`src/rtl/dma_m2m_pkg.sv`:
```
package dma_m2m_pkg;

   typedef enum logic [2:0] {
      RA_CTRL  = 3'd0,
      RA_SRC   = 3'd1,
      RA_DST   = 3'd2,
      RA_CNT   = 3'd3,
      RA_STAT  = 3'd4,
      RA_SRC_B = 3'd5,
      RA_DST_B = 3'd6,
      RA_CNT_B = 3'd7
   } reg_addr_e;

   typedef struct packed {
      logic auto_init;
      logic dst_dec;
      logic src_dec;
      logic enable;
   } ctrl_t;

   typedef enum logic {
      PH_READ  = 1'b0,
      PH_WRITE = 1'b1
   } phase_e;

endpackage

```
`src/rtl/dma_addr_chan.sv`:
```
// Base/working register pair with a one-step walker.
module dma_addr_chan #(
   parameter int W         = 16,
   parameter bit ALLOW_DEC = 1'b1
) (
   input  logic         clk,
   input  logic         rst_n,
   input  logic         load,
   input  logic [W-1:0] load_val,
   input  logic         reload,
   input  logic         step,
   input  logic         dec,
   output logic [W-1:0] base_q,
   output logic [W-1:0] cur_q
);

   localparam logic [W-1:0] ONE = W'(1);

   logic [W-1:0] nxt;

   generate
      if (ALLOW_DEC) begin : g_updown
         assign nxt = dec ? (cur_q - ONE) : (cur_q + ONE);
      end else begin : g_uponly
         logic unused_dec;
         assign unused_dec = dec;
         assign nxt = cur_q + ONE;
      end
   endgenerate

   always_ff @(posedge clk or negedge rst_n) begin
      if (!rst_n) begin
         base_q <= '0;
         cur_q  <= '0;
      end else if (load) begin
         base_q <= load_val;
         cur_q  <= load_val;
      end else if (reload) begin
         cur_q <= base_q;
      end else if (step) begin
         cur_q <= nxt;
      end
   end

endmodule

```
`src/rtl/dma_m2m_seq.sv`:
```
// Read/write phase sequencer and byte holding register.
module dma_m2m_seq
   import dma_m2m_pkg::*;
#(
   parameter int DW = 8
) (
   input  logic          clk,
   input  logic          rst_n,
   input  logic          enable,
   input  logic          restart,
   input  logic [DW-1:0] rd_data,
   output logic          rd_cyc,
   output logic          wr_cyc,
   output logic [DW-1:0] hold_q
);

   phase_e ph_q;

   assign rd_cyc = enable && (ph_q == PH_READ);
   assign wr_cyc = enable && (ph_q == PH_WRITE);

   always_ff @(posedge clk or negedge rst_n) begin
      if (!rst_n)                  ph_q <= PH_READ;
      else if (!enable || restart) ph_q <= PH_READ;
      else if (ph_q == PH_READ)    ph_q <= PH_WRITE;
      else                         ph_q <= PH_READ;
   end

   always_ff @(posedge clk or negedge rst_n) begin
      if (!rst_n)      hold_q <= '0;
      else if (rd_cyc) hold_q <= rd_data;
   end

endmodule

```
`src/rtl/dma_m2m.sv`:
```
module dma_m2m
   import dma_m2m_pkg::*;
#(
   parameter int AW = 16,
   parameter int CW = 16,
   parameter int DW = 8,
   parameter bit ALLOW_DEC = 1'b1,
   localparam int RW = (AW > CW) ? AW : CW
) (
   input  logic          clk,
   input  logic          rst_n,
   input  logic          cpu_we,
   input  logic          cpu_re,
   input  logic [2:0]    cpu_addr,
   input  logic [RW-1:0] cpu_wdata,
   output logic [RW-1:0] cpu_rdata,
   output logic          mem_re,
   output logic          mem_we,
   output logic [AW-1:0] mem_addr,
   output logic [DW-1:0] mem_wdata,
   input  logic [DW-1:0] mem_rdata,
   output logic          eop
);

   localparam int CTRL_W = $bits(ctrl_t);

   generate
      if (AW < 2) begin : g_bad_aw
         $error("dma_m2m: AW must be at least 2");
      end
      if (CW < 1) begin : g_bad_cw
         $error("dma_m2m: CW must be at least 1");
      end
      if (DW < 1) begin : g_bad_dw
         $error("dma_m2m: DW must be at least 1");
      end
      if (RW < CTRL_W) begin : g_bad_rw
         $error("dma_m2m: register width too small for control");
      end
   endgenerate

   ctrl_t          ctrl_q;
   logic           tc_flag;
   logic           auto_en;
   logic           rd_cyc, wr_cyc, tc;
   logic [DW-1:0]  hold_q;
   logic [AW-1:0]  src_base, src_cur, dst_base, dst_cur;
   logic [CW-1:0]  cnt_base, cnt_cur;
   logic           wr_ctrl, wr_src, wr_dst, wr_cnt, rd_stat;

   assign wr_ctrl = cpu_we && (cpu_addr == RA_CTRL);
   assign wr_src  = cpu_we && (cpu_addr == RA_SRC);
   assign wr_dst  = cpu_we && (cpu_addr == RA_DST);
   assign wr_cnt  = cpu_we && (cpu_addr == RA_CNT);
   assign rd_stat = cpu_re && (cpu_addr == RA_STAT);
   assign auto_en = ctrl_q.auto_init;

   dma_m2m_seq #(.DW(DW)) u_seq (
      .clk     (clk),
      .rst_n   (rst_n),
      .enable  (ctrl_q.enable),
      .restart (wr_ctrl),
      .rd_data (mem_rdata),
      .rd_cyc  (rd_cyc),
      .wr_cyc  (wr_cyc),
      .hold_q  (hold_q)
   );

   assign tc = wr_cyc && (cnt_cur == '0);

   dma_addr_chan #(.W(AW), .ALLOW_DEC(ALLOW_DEC)) u_src (
      .clk(clk), .rst_n(rst_n), .load(wr_src), .load_val(cpu_wdata[AW-1:0]),
      .reload(tc && auto_en), .step(wr_cyc), .dec(ctrl_q.src_dec),
      .base_q(src_base), .cur_q(src_cur)
   );

   dma_addr_chan #(.W(AW), .ALLOW_DEC(ALLOW_DEC)) u_dst (
      .clk(clk), .rst_n(rst_n), .load(wr_dst), .load_val(cpu_wdata[AW-1:0]),
      .reload(tc && auto_en), .step(wr_cyc), .dec(ctrl_q.dst_dec),
      .base_q(dst_base), .cur_q(dst_cur)
   );

   dma_addr_chan #(.W(CW), .ALLOW_DEC(1'b1)) u_cnt (
      .clk(clk), .rst_n(rst_n), .load(wr_cnt), .load_val(cpu_wdata[CW-1:0]),
      .reload(tc && auto_en), .step(wr_cyc), .dec(1'b1),
      .base_q(cnt_base), .cur_q(cnt_cur)
   );

   always_ff @(posedge clk or negedge rst_n) begin
      if (!rst_n)              ctrl_q <= '0;
      else if (wr_ctrl)        ctrl_q <= ctrl_t'(cpu_wdata[CTRL_W-1:0]);
      else if (tc && !auto_en) ctrl_q.enable <= 1'b0;
   end

   always_ff @(posedge clk or negedge rst_n) begin
      if (!rst_n)       tc_flag <= 1'b0;
      else if (tc)      tc_flag <= 1'b1;
      else if (rd_stat) tc_flag <= 1'b0;
   end

   always_comb begin
      unique case (reg_addr_e'(cpu_addr))
         RA_CTRL:  cpu_rdata = RW'(ctrl_q);
         RA_SRC:   cpu_rdata = RW'(src_cur);
         RA_DST:   cpu_rdata = RW'(dst_cur);
         RA_CNT:   cpu_rdata = RW'(cnt_cur);
         RA_STAT:  cpu_rdata = RW'(tc_flag);
         RA_SRC_B: cpu_rdata = RW'(src_base);
         RA_DST_B: cpu_rdata = RW'(dst_base);
         RA_CNT_B: cpu_rdata = RW'(cnt_base);
         default:  cpu_rdata = '0;
      endcase
   end

   assign mem_re    = rd_cyc;
   assign mem_we    = wr_cyc;
   assign mem_addr  = wr_cyc ? dst_cur : src_cur;
   assign mem_wdata = hold_q;
   assign eop       = tc;

endmodule

```
`config.mk`:
```
export PLATFORM = sky130hd
export DESIGN_NAME = dma_m2m
export DESIGN_NICKNAME = d
export VERILOG_FILES = /design/src/rtl/dma_m2m_pkg.sv /design/src/rtl/dma_addr_chan.sv /design/src/rtl/dma_m2m_seq.sv /design/src/rtl/dma_m2m.sv
export SDC_FILE = /design/constraint.sdc
export NUM_CORES = 1
export LEC_CHECK = 0
export BUFFER_PORTS_ARGS = -buffer_cell sky130_fd_sc_hd__buf_2
export CORE_MARGIN = 2
export CORE_UTILIZATION = 66
export CTS_CLUSTER_DIAMETER = 200
export DETAILED_ROUTE_END_ITERATION = 16
export HOLD_SLACK_MARGIN = 0.05
export PLACE_DENSITY = 0.92
export SLEW_MARGIN = 0
export SYNTH_ARGS = -nofsm -noshare
export SYNTH_HDL_FRONTEND = slang
export SYNTH_HIERARCHICAL = 1
export SYNTH_SLANG_ARGS = --single-unit
```
`constraint.sdc`:
```
create_clock -name clk -period 7.5 [get_ports clk]
set_input_delay 0.375 -clock clk [delete_from_list [all_inputs] [get_ports clk]]
set_output_delay 0.375 -clock clk [all_outputs]
set_load 0.005 [all_outputs]
```
==> reports/results.txt, run 1 <==
CP peak stage delay = 0.54 ns
clk_lat worst skew = 0.37 ns
Clock transition at path regs = 0.08 ns
CP Buf/Inv Count = 2
distinct cell type count of the synthesized netlist = 86
register area share after synthesis = 31.7%
TritonCTS clock tree = done
die height = 119 um
Synth Cell Area = 8680 sq um
Crit path max-delay family = buffers and inverters
worst-margin pin slew = 0.891 ns
antenna violation net count after detailed routing = 0
GP Congestion = 0.977
R2R depth = 10
Post-synth ARST share = 100%
switching share of power = 46.5%
post_cts resized = 0
# fillers = 974
Buffers on Ports = 73
Slew Limit Fails = 0
R2R Path Start = ctrl_q[0]$_DFFE_PN0P_
TNS Setup = 0 ns
crit-path cells = and2_2, nor4b_1, nand3_1, nor2_4, buf_4, clkinv_1, o22ai_1, nor2_1, a22o_2, a31o_1
dpl hpwl = 18500 um
Critical Path End Type = register
Total GRT Usage = 36.9%
Synth area leader = dfrtp_1
CP Max Fanout = 59
Post-Synth Adder-Cell Area = 6.75%
largest net degree at the start of global routing = 76
critical path class = reg -> reg
Area growth syn-to-layout = 8.20%
Die Wd = 119 um
Ys Warns = 6
layout cells sized above 1 = 17.7%
#FFs+latches synth = 110
Synth Instances = 998
RSZ-0062 raised after global routing = no
fin nets = 1125
Routed WL = 25800 um
crit start category = register
Max Fclk = 323 MHz
Post-Synth XOR/XNOR Area = 2.52%
reg2reg setup slack = 4.40 ns
top cell type's share of synthesized area = 31.7%
Core Region = 12700 sq um
WP data required = 7.76 ns
Psw = 1690 uW
Hold Violations, Final = 0
Final setup viols = 0
Layout Skew = 0.0111 ns
Logic pwr share = 55.5%
MaxCap Viol Count = 0
clock root buffer = clkbuf_16
final core utilization = 73.8%
Reg power frac = 30.6%
EDFF count, synth = 0
Leak Pwr = 0.00418 uW
Post-CTS Setup Inserts = 0
top post-synthesis cells by area = dfrtp_1, mux2_2, ha_1
Longest Clk Path Bufs = 2
combinational family with the most area after synthesis = compound AO/OA/AOI/OAI gates
worst relative slew slack = 40.6%
io pins = 74
critical path's slowest cell = buf_4
top_reg_cell synth = dfrtp_1
DRC viols = 0
first-pass GRT wire length = 41200 um
Reg-to-Reg End = u_src/cur_q[11]$_DFFE_PN0P_
final period utilization = 41.3%
most frequent cell after synthesis = dfrtp_1
CP arrival = 3.35 ns
antenna cells = 0
Starting Density = 68.2%
run status = complete, no violations
post-synthesis mux area share = 10.7%
vias post-DR = 8451
routed vias/inst = 6.89
drt first pass iters = 7
pre-CTS WS = 4.27 ns
Synth Area in Compound Gates = 26.5%
number of global-route vias before repair = 7813
Hold-fix buffers, CTS = 0
P_int = 1950 uW
initial antenna violation count = 0
Simple-Gate Fraction of Synth Area = 15.6%
Design Area, Final = 9390 sq um
CTS sink cnt = 110
cts bufs inserted = 9
post-DR wirelength/cell = 21.0 um
pwr dens = 387 nW/um^2
GR Overflow Total = 0
Crit. path cell count = 10
min Tclk post-route = 3.10 ns
Clk pwr share = 13.9%
die footprint = 14100 sq um
worst min path class = in -> async
mean area per synthesized cell = 8.70 sq um
Final WS setup = 4.40 ns
Placed Area = 9090 sq um
DR iter-0 viols = 1231
most common library cells after synthesis = dfrtp_1, o21ai_0, nor2_1
# H-tree levels = 3
worst vdd ir = 0.000260 V
Row Count = 41
stage by stage:
step / power [uW] / std cells / hold slack (ns)
global placement: 3000 / 1210 / 0.459
CTS: 3580 / 1226 / 0.129
floorplan: 2490 / 1013 / 0.0794
detailed placement: 3050 / 1210 / 0.465
finish: 3640 / 1226 / 0.103
global route: 3880 / 1226 / 0.175
cell type report:
cell class / instances / area, sq um / area share, %
Sequential cell: 110 / 2750 / 29.3
Clock buffer: 9 / 225 / 2.40
Timing Repair Buffer: 79 / 413 / 4.40
Multi-Input combinational cell: 784 / 5460 / 58.1
Inverter: 65 / 245 / 2.61
Clock inverter: 7 / 80.1 / 0.853
Tap cell: 172 / 215 / 2.29
layout by cell type, fill, tap and decap left out, types with 12 or more instances in the layout:
cell,Yosys,routed
a211oi_1,19,19
a21o_1,16,16
a21oi_1,67,67
a22o_1,12,12
a22oi_1,14,14
buf_2,23,72
conb_1,1,16
dfrtp_1,110,110
ha_1,42,42
inv_1,63,63
mux2_2,54,54
mux2i_1,12,12
nand2_1,78,78
nand3_1,20,20
nor2_1,84,83
nor2b_1,12,12
nor3_1,12,12
o21ai_0,93,93
o22ai_1,19,19
xnor2_1,19,19
logic make-up (layout without fill, tap and decap cells):
| family | after synthesis | count (layout) |
|---|---|---|
| other | 1 | 16 |
| muxes | 78 | 78 |
| buffers and inverters | 119 | 160 |
| DFF | 110 | 110 |
| and+or+nand+nor | 274 | 274 |
| xor gates and xnor gates | 25 | 25 |
| AOI/OAI and AO/OA | 346 | 346 |
| adders and majority gates | 45 | 45 |
layer usage:
metal / vias up / part of all wire [%] / track usage, %
met2: 579 / 46 / 57.5
met1: 3980 / 39 / 49.6
met5: - / 0 / 0
li1: 3771 / - / -
met3: 121 / 10 / 8.06
met4: 0 / 4.9 / 15.9
worst max path at each step:
stage | from | to | slack [ns]
2_1_floorplan | u_seq/ph_q$_DFF_PN0_ | u_src/cur_q[11]$_DFFE_PN0P_ | 5.05
3_3_place_gp | cpu_addr[0] | u_src/cur_q[9]$_DFFE_PN0P_ | 4.35
3_5_place_dp | cpu_addr[0] | u_src/cur_q[9]$_DFFE_PN0P_ | 4.27
4_1_cts | ctrl_q[0]$_DFFE_PN0P_ | u_src/cur_q[11]$_DFFE_PN0P_ | 4.47
5_1_grt | cpu_addr[0] | u_src/cur_q[9]$_DFFE_PN0P_ | 4.24
6_report | ctrl_q[0]$_DFFE_PN0P_ | u_src/cur_q[11]$_DFFE_PN0P_ | 4.40
state kept, by name, indices dropped and copies added, names as in the netlist:
name,flops
u_dst/cur_q,16
u_seq/hold_q,8
auto_en,1
u_src/base_q,16
ctrl_q,3
u_seq/ph_q,1
u_src/cur_q,16
u_cnt/cur_q,16
u_cnt/base_q,16
u_dst/base_q,16
tc_flag,1
power groups by stage:
stage	sequential [uW]	clock, uW	combinational, uW
final	1110	505	2020
after global routing	1130	536	2210
after CTS	1100	509	1970
after detailed placement	1100	0	1950
after global placement	1100	0	1900
after floorplan	970	0	1520
Note: power is estimated with default switching activity, not from simulation.
==> inputs of run 2 (changes only) <==
--- a/config.mk
+++ b/config.mk
@@ -7,11 +7,11 @@
 export LEC_CHECK = 0
 export BUFFER_PORTS_ARGS = -buffer_cell sky130_fd_sc_hd__buf_2
 export CORE_MARGIN = 2
-export CORE_UTILIZATION = 66
+export CORE_UTILIZATION = 61
 export CTS_CLUSTER_DIAMETER = 200
 export DETAILED_ROUTE_END_ITERATION = 16
 export HOLD_SLACK_MARGIN = 0.05
-export PLACE_DENSITY = 0.92
+export PLACE_DENSITY = 0.86
 export SLEW_MARGIN = 0
 export SYNTH_ARGS = -nofsm -noshare
 export SYNTH_HDL_FRONTEND = slang
==> constraint.sdc (replaced) <==
create_clock -name clk -period 3.25 [get_ports clk]
set_input_delay 0.1625 -clock clk [delete_from_list [all_inputs] [get_ports clk]]
set_output_delay 0.1625 -clock clk [all_outputs]
set_load 0.005 [all_outputs]
==> run 2 against run 1 <==
  * Clock skew shrank 0.0015 ns
  * Worst setup slack lost 4.1 ns
  * Wire length grew 3.8%
  * Global-route usage shrank 0.87 points
  * Count of clock-buffer cells in the layout is the same
  * Power grew 130%
  * Clock power grew to 2.6 times the previous value
  * Sequential share of layout area shrank 0.75 points
  * Critical endpoint unchanged
  * Largest power group unchanged
==> reports/results.txt, run 2 (synthesized netlist as in run 1, its figures left out) <==
clock root buffer = clkbuf_16 (unchanged)
Core Region = 13900 sq um (was 12700 sq um)
pre-CTS WS = 0.342 ns (was 4.27 ns)
largest net degree at the start of global routing = 76 (unchanged)
TNS Setup = 0 ns (unchanged)
reg2reg setup slack = 0.27 ns (was 4.40 ns)
Slew Limit Fails = 0 (unchanged)
pwr dens = 883 nW/um^2 (was 387 nW/um^2)
Routed WL = 26800 um (was 25800 um)
Clock transition at path regs = 0.08 ns (about the same)
die footprint = 15200 sq um (was 14100 sq um)
crit-path cells = and2_2, nor4b_1, nand3_1, nor2_4, clkinv_1, o22ai_1, nor2_1, a22o_2, a31o_1 (was and2_2, nor4b_1, nand3_1, nor2_4, buf_4, clkinv_1, o22ai_1, nor2_1, a22o_2, a31o_1)
run status = complete, no violations (unchanged)
fin nets = 1147 (was 1125)
critical path's slowest cell = nor2_4 (was buf_4)
CP Buf/Inv Count = 1 (was 2)
Reg-to-Reg End = u_src/cur_q[11]$_DFFE_PN0P_ (unchanged)
dpl hpwl = 19700 um (was 18500 um)
R2R depth = 9 (was 10)
worst vdd ir = 0.000572 V (was 0.000260 V)
post-DR wirelength/cell = 21.3 um (was 21.0 um)
Layout Skew = 0.00957 ns (was 0.0111 ns)
DR iter-0 viols = 1127 (was 1231)
Area growth syn-to-layout = 11.0% (was 8.20%)
Total GRT Usage = 36.0% (was 36.9%)
Hold Violations, Final = 0 (unchanged)
# H-tree levels = 3 (unchanged)
TritonCTS clock tree = done (unchanged)
Die Wd = 123 um (was 119 um)
min Tclk post-route = 2.98 ns (was 3.10 ns)
CP peak stage delay = 0.61 ns (was 0.54 ns)
io pins = 74 (unchanged)
final period utilization = 91.6% (was 41.3%)
post_cts resized = 0 (unchanged)
GR Overflow Total = 0 (unchanged)
CP arrival = 3.23 ns (was 3.35 ns)
crit start category = register (unchanged)
vias post-DR = 8436 (was 8451)
initial antenna violation count = 0 (unchanged)
Row Count = 43 (was 41)
CP Max Fanout = 27 (was 59)
hold path cells = 3
Max Fclk = 336 MHz (was 323 MHz)
# fillers = 1104 (was 974)
HP Start = cpu_wdata[0]
clk_lat worst skew = 0.36 ns (was 0.37 ns)
WP data required = 3.50 ns (was 7.76 ns)
R2R Path Start = ctrl_q[0]$_DFFE_PN0P_ (unchanged)
Hold Path End = u_src/cur_q[0]$_DFFE_PN0P_
DRC viols = 0 (unchanged)
Design Area, Final = 9640 sq um (was 9390 sq um)
critical path class = reg -> reg (unchanged)
first-pass GRT wire length = 42100 um (was 41200 um)
worst-margin pin slew = 0.873 ns (was 0.891 ns)
RSZ-0062 raised after global routing = no (unchanged)
GP Congestion = 0.982 (was 0.977)
cts bufs inserted = 9 (unchanged)
worst relative slew slack = 41.8% (was 40.6%)
worst min path class = in -> reg (was in -> async)
antenna violation net count after detailed routing = 0 (unchanged)
Critical Path End Type = register (unchanged)
drt first pass iters = 8 (was 7)
antenna cells = 0 (unchanged)
Longest Clk Path Bufs = 2 (unchanged)
Final WS setup = 0.272 ns (was 4.40 ns)
Crit path max-delay family = simple AND/OR/NAND/NOR gates (was buffers and inverters)
Placed Area = 9210 sq um (was 9090 sq um)
number of global-route vias before repair = 7806 (was 7813)
CTS sink cnt = 110 (unchanged)
MaxCap Viol Count = 0 (unchanged)
die height = 123 um (was 119 um)
Starting Density = 62.5% (was 68.2%)
Final setup viols = 0 (unchanged)
commonest non-fill, non-tap cells in the layout = dfrtp_1, o21ai_0, nor2_1 (unchanged)
Leak Pwr = 0.00431 uW (was 0.00418 uW)
routed vias/inst = 6.72 (was 6.89)
layout cells sized above 1 = 18.4% (was 17.7%)
commonest non-fill, non-tap cell in the layout = dfrtp_1 (unchanged)
Buffers on Ports = 73 (unchanged)
-- run 2: final cells by class --
type                       instances  area (sq um)  area share [%]
inverter                          65           245            2.54
multi-input combinational        784          5460            56.7
clock inverter                     6           116            1.21
tap                              180           225            2.34
timing repair buffer             101           613            6.36
clock buffer                       9           225            2.34
sequential                       110          2750            28.6
-- run 2: how the worst max path moves through the flow --
stage,from,cells after the start,endpoint
after floorplan,u_seq/ph_q$_DFF_PN0_,11,u_src/cur_q[11]$_DFFE_PN0P_
after global placement,u_seq/ph_q$_DFF_PN0_,9,u_src/cur_q[11]$_DFFE_PN0P_
after detailed placement,ctrl_q[0]$_DFFE_PN0P_,9,u_src/cur_q[11]$_DFFE_PN0P_
after CTS,ctrl_q[0]$_DFFE_PN0P_,9,u_src/cur_q[11]$_DFFE_PN0P_
after global routing,ctrl_q[0]$_DFFE_PN0P_,9,u_src/cur_q[11]$_DFFE_PN0P_
final,ctrl_q[0]$_DFFE_PN0P_,9,u_src/cur_q[11]$_DFFE_PN0P_
-- run 2: report_power, final --
group | switching [uW] | total [uW] | internal (uW)
clock network | 537 | 1290 | 757
registers | 654 | 2500 | 1840
logic | 2640 | 4720 | 2070
-- run 2: stage by stage --
step                util (%)  power [uW]  hold slack, ns  instances
finish                  69.4        8510           0.100       1255
floorplan                  -        5750          -0.133       1013
CTS                     69.4        8380          0.0839       1255
detailed placement      66.3        7070           0.333       1231
global route            69.4        9060           0.104       1255
global placement        66.3        6980           0.332       1231
-- run 2: repair_timing --
item / 4_1_cts / 5_1_grt
hold endpoints to repair: 74 / 0
setup buffers: 0 / 0
hold buffers: 9 / 0
-- run 2: worst min-delay path, cell delays in order --
cell	delay [ns]
buf_2	0.13
nand2_1	0.07
o21ai_0	0.06
-- run 2: layer usage --
| metal | share of wire, % | global-route usage, % | up-vias |
|---|---|---|---|
| met3 | 8.5 | 6.18 | 83 |
| li1 | - | - | 3810 |
| met2 | 46 | 55.6 | 473 |
| met1 | 42 | 50.4 | 4070 |
| met5 | 0 | 0 | - |
| met4 | 3.7 | 14.6 | 0 |
==> inputs of run 3 (changes only) <==
--- a/config.mk
+++ b/config.mk
@@ -7,7 +7,7 @@
 export LEC_CHECK = 0
 export BUFFER_PORTS_ARGS = -buffer_cell sky130_fd_sc_hd__buf_2
 export CORE_MARGIN = 2
-export CORE_UTILIZATION = 61
+export CORE_UTILIZATION = 60
 export CTS_CLUSTER_DIAMETER = 200
 export DETAILED_ROUTE_END_ITERATION = 16
 export HOLD_SLACK_MARGIN = 0.05
@@ -15,5 +15,4 @@
 export SLEW_MARGIN = 0
 export SYNTH_ARGS = -nofsm -noshare
 export SYNTH_HDL_FRONTEND = slang
-export SYNTH_HIERARCHICAL = 1
 export SYNTH_SLANG_ARGS = --single-unit
==> run 3 against run 2 <==
  * Clock skew fell by 0.00083 ns
  * Global-route usage fell by 1.4 points
  * Wire length fell by 17%
  * Utilization fell by 1.6 points
  * Largest cell class unchanged
  * Cell area fell by 16%
  * Maximum frequency rose by 8.8%
  * Cell count fell by 12%
  * Critical endpoint is now u_src.cur_q[15]$_DFFE_PN0P_
  * Clock power fell by 19%
==> reports/results.txt, run 3 <==
run status = complete, no violations (unchanged)
# H-tree levels = 3 (unchanged)
io pins = 74 (unchanged)
Slew Limit Fails = 0 (unchanged)
layout cells sized above 1 = 15.2% (was 18.4%)
die footprint = 13100 sq um (was 15200 sq um)
crit start category = register (unchanged)
Hold-fix buffers, CTS = 7 (was 9)
final core utilization = 67.9% (was 69.4%)
DR iter-0 viols = 1008 (was 1127)
Ys Warns = 0 (was 6)
Post-synth ARST share = 100% (unchanged)
fin nets = 1013 (was 1147)
vias post-DR = 7296 (was 8436)
dpl hpwl = 15600 um (was 19700 um)
Synth Instances = 894 (was 998)
top post-synthesis cells by area = dfrtp_1, nand2_1, ha_1 (was dfrtp_1, mux2_2, ha_1)
most frequent cell after synthesis = nand2_1 (was dfrtp_1)
Core Region = 12000 sq um (was 13900 sq um)
Routed WL = 22100 um (was 26800 um)
TNS Setup = 0 ns (unchanged)
commonest non-fill, non-tap cell in the layout = nand2_1 (was dfrtp_1)
largest net degree at the start of global routing = 79 (was 76)
Starting Density = 61.1% (was 62.5%)
top_reg_cell synth = dfrtp_1 (unchanged)
RSZ-0062 raised after global routing = no (unchanged)
Synth area leader = dfrtp_1 (unchanged)
register area share after synthesis = 37.7% (was 31.7%)
number of global-route vias before repair = 6691 (was 7806)
GR Overflow Total = 0 (unchanged)
post-DR wirelength/cell = 20.0 um (was 21.3 um)
GP Congestion = 1.05 (was 0.982)
DRC viols = 0 (unchanged)
Leak Pwr = 0.00387 uW (was 0.00431 uW)
critical path's slowest cell = dfrtp_1 (was nor2_4)
antenna cells = 0 (unchanged)
commonest non-fill, non-tap cells in the layout = nand2_1, dfrtp_1, buf_2 (was dfrtp_1, o21ai_0, nor2_1)
mean area per synthesized cell = 8.17 sq um (was 8.70 sq um)
most common library cells after synthesis = nand2_1, dfrtp_1, a21oi_1 (was dfrtp_1, o21ai_0, nor2_1)
Crit path max-delay family = simple AND/OR/NAND/NOR gates (unchanged)
Final setup viols = 0 (unchanged)
reg2reg setup slack = 0.51 ns (was 0.27 ns)
worst relative slew slack = 35.9% (was 41.8%)
EDFF count, synth = 0 (unchanged)
syn_nets = 957
min Tclk post-route = 2.74 ns (was 2.98 ns)
routed vias/inst = 6.62 (was 6.72)
TritonCTS clock tree = done (unchanged)
antenna violation net count after detailed routing = 0 (unchanged)
worst vdd ir = 0.000407 V (was 0.000572 V)
crit-path cells = ha_1, a21oi_1, nor3b_1, o21ai_0, or4b_2, a21boi_1, nor3_1, nand3b_1 (was and2_2, nor4b_1, nand3_1, nor2_4, clkinv_1, o22ai_1, nor2_1, a22o_2, a31o_1)
initial antenna violation count = 0 (unchanged)
Row Count = 40 (was 43)
worst min path class = in -> reg (unchanged)
Longest Clk Path Bufs = 2 (unchanged)
Pwr Total = 6590 uW (was 8510 uW)
Layout Skew = 0.00874 ns (was 0.00957 ns)
top cell type's share of synthesized area = 37.7% (was 31.7%)
CTS sink cnt = 110 (unchanged)
Post-CTS Setup Inserts = 0 (unchanged)
placed cell count = 1079 (was 1231)
cts bufs inserted = 9 (unchanged)
post_cts resized = 0 (unchanged)
Area growth syn-to-layout = 11.1% (was 11.0%)
drt first pass iters = 6 (was 8)
Buffers on Ports = 73 (unchanged)
worst-margin pin slew = 0.962 ns (was 0.873 ns)
CP arrival = 2.97 ns (was 3.23 ns)
clock root buffer = clkbuf_16 (unchanged)
Hold Violations, Final = 0 (unchanged)
distinct cell type count of the synthesized netlist = 65 (was 86)
CP Max Fanout = 18 (was 27)
die height = 114 um (was 123 um)
Critical Path End Type = register (unchanged)
# fillers = 950 (was 1104)
Total GRT Usage = 34.7% (was 36.0%)
clk_lat worst skew = 0.36 ns (about the same)
first-pass GRT wire length = 35200 um (was 42100 um)
Max Fclk = 365 MHz (was 336 MHz)
final non-filler cell total = 1102 (was 1255)
CP peak stage delay = 0.66 ns (was 0.61 ns)
#FFs+latches synth = 110 (unchanged)
critical path class = reg -> reg (unchanged)
final period utilization = 84.3% (was 91.6%)
MaxCap Viol Count = 0 (unchanged)
WP data required = 3.48 ns (was 3.50 ns)
CP Buf/Inv Count = 0 (was 1)
pwr dens = 812 nW/um^2 (was 883 nW/um^2)
Die Wd = 114 um (was 123 um)
Synth Cell Area = 7300 sq um (was 8680 sq um)
hold slack = 0.0535 ns (was 0.100 ns)
Clock transition at path regs = 0.07 ns (was 0.08 ns)
run 3: metrics by stage:
stage	cell area, sq um	worst slack (ns)
floorplan	7300	0.819
global placement	7770	0.594
detailed placement	7770	0.532
CTS	8120	0.529
global route	8120	0.307
finish	8120	0.512
run 3: per-layer routing:
layer  vias up  GRT usage [%]  wire length, um
li1       3313              -                -
met1      3454           50.3             9240
met2       453           51.4             9800
met3        76           7.36             2290
met4         0           13.0              768
met5         -              0                0
run 3: power by group:
part	internal, uW	leakage, uW	switching [uW]
logic	1410	0.00239	1700
registers	1800	0.00135	643
clock network	546	0.000131	497
run 3: worst paths after layout:
| path | from | end | cells after the start |
|---|---|---|---|
| worst min register to register | u_seq.hold_q[3]$_DFFE_PN0P_ | u_seq.hold_q[3]$_DFFE_PN0P_ | 1 |
| max in group asynchronous | rst_n | u_cnt.cur_q[10]$_DFFE_PN0P_ | 3 |
| worst max register to register | ctrl_q[1]$_DFFE_PN0P_ | u_src.cur_q[15]$_DFFE_PN0P_ | 8 |
| worst max-delay path | ctrl_q[1]$_DFFE_PN0P_ | u_src.cur_q[15]$_DFFE_PN0P_ | 8 |
| min in group asynchronous | rst_n | u_dst.base_q[3]$_DFFE_PN0P_ | 2 |
| worst min-delay path | mem_rdata[5] | u_seq.hold_q[5]$_DFFE_PN0P_ | 2 |
run 3: cell type report:
| type | count | area (sq um) | share of cell area [%] |
|---|---|---|---|
| Clock buffer | 12 | 246 | 3.04 |
| Clock inverter | 4 | 31.3 | 0.385 |
| Inverter | 13 | 48.8 | 0.601 |
| Multi-Input combinational cell | 717 | 4270 | 52.6 |
| Sequential cell | 110 | 2750 | 33.9 |
| Tap cell | 147 | 184 | 2.27 |
| Timing Repair Buffer | 99 | 581 | 7.15 |
run 3: cell families (layout without fill, tap and decap cells):
group | count (synthesis) | count (layout) | share of synthesized area [%]
simple gates | 372 | 372 | 21.2
compound gates | 251 | 251 | 22.3
flops | 110 | 110 | 37.7
buf+inv | 67 | 128 | 3.96
mux | 38 | 38 | 6.30
fa+ha+maj | 32 | 32 | 5.69
xor+xnor | 24 | 24 | 2.88
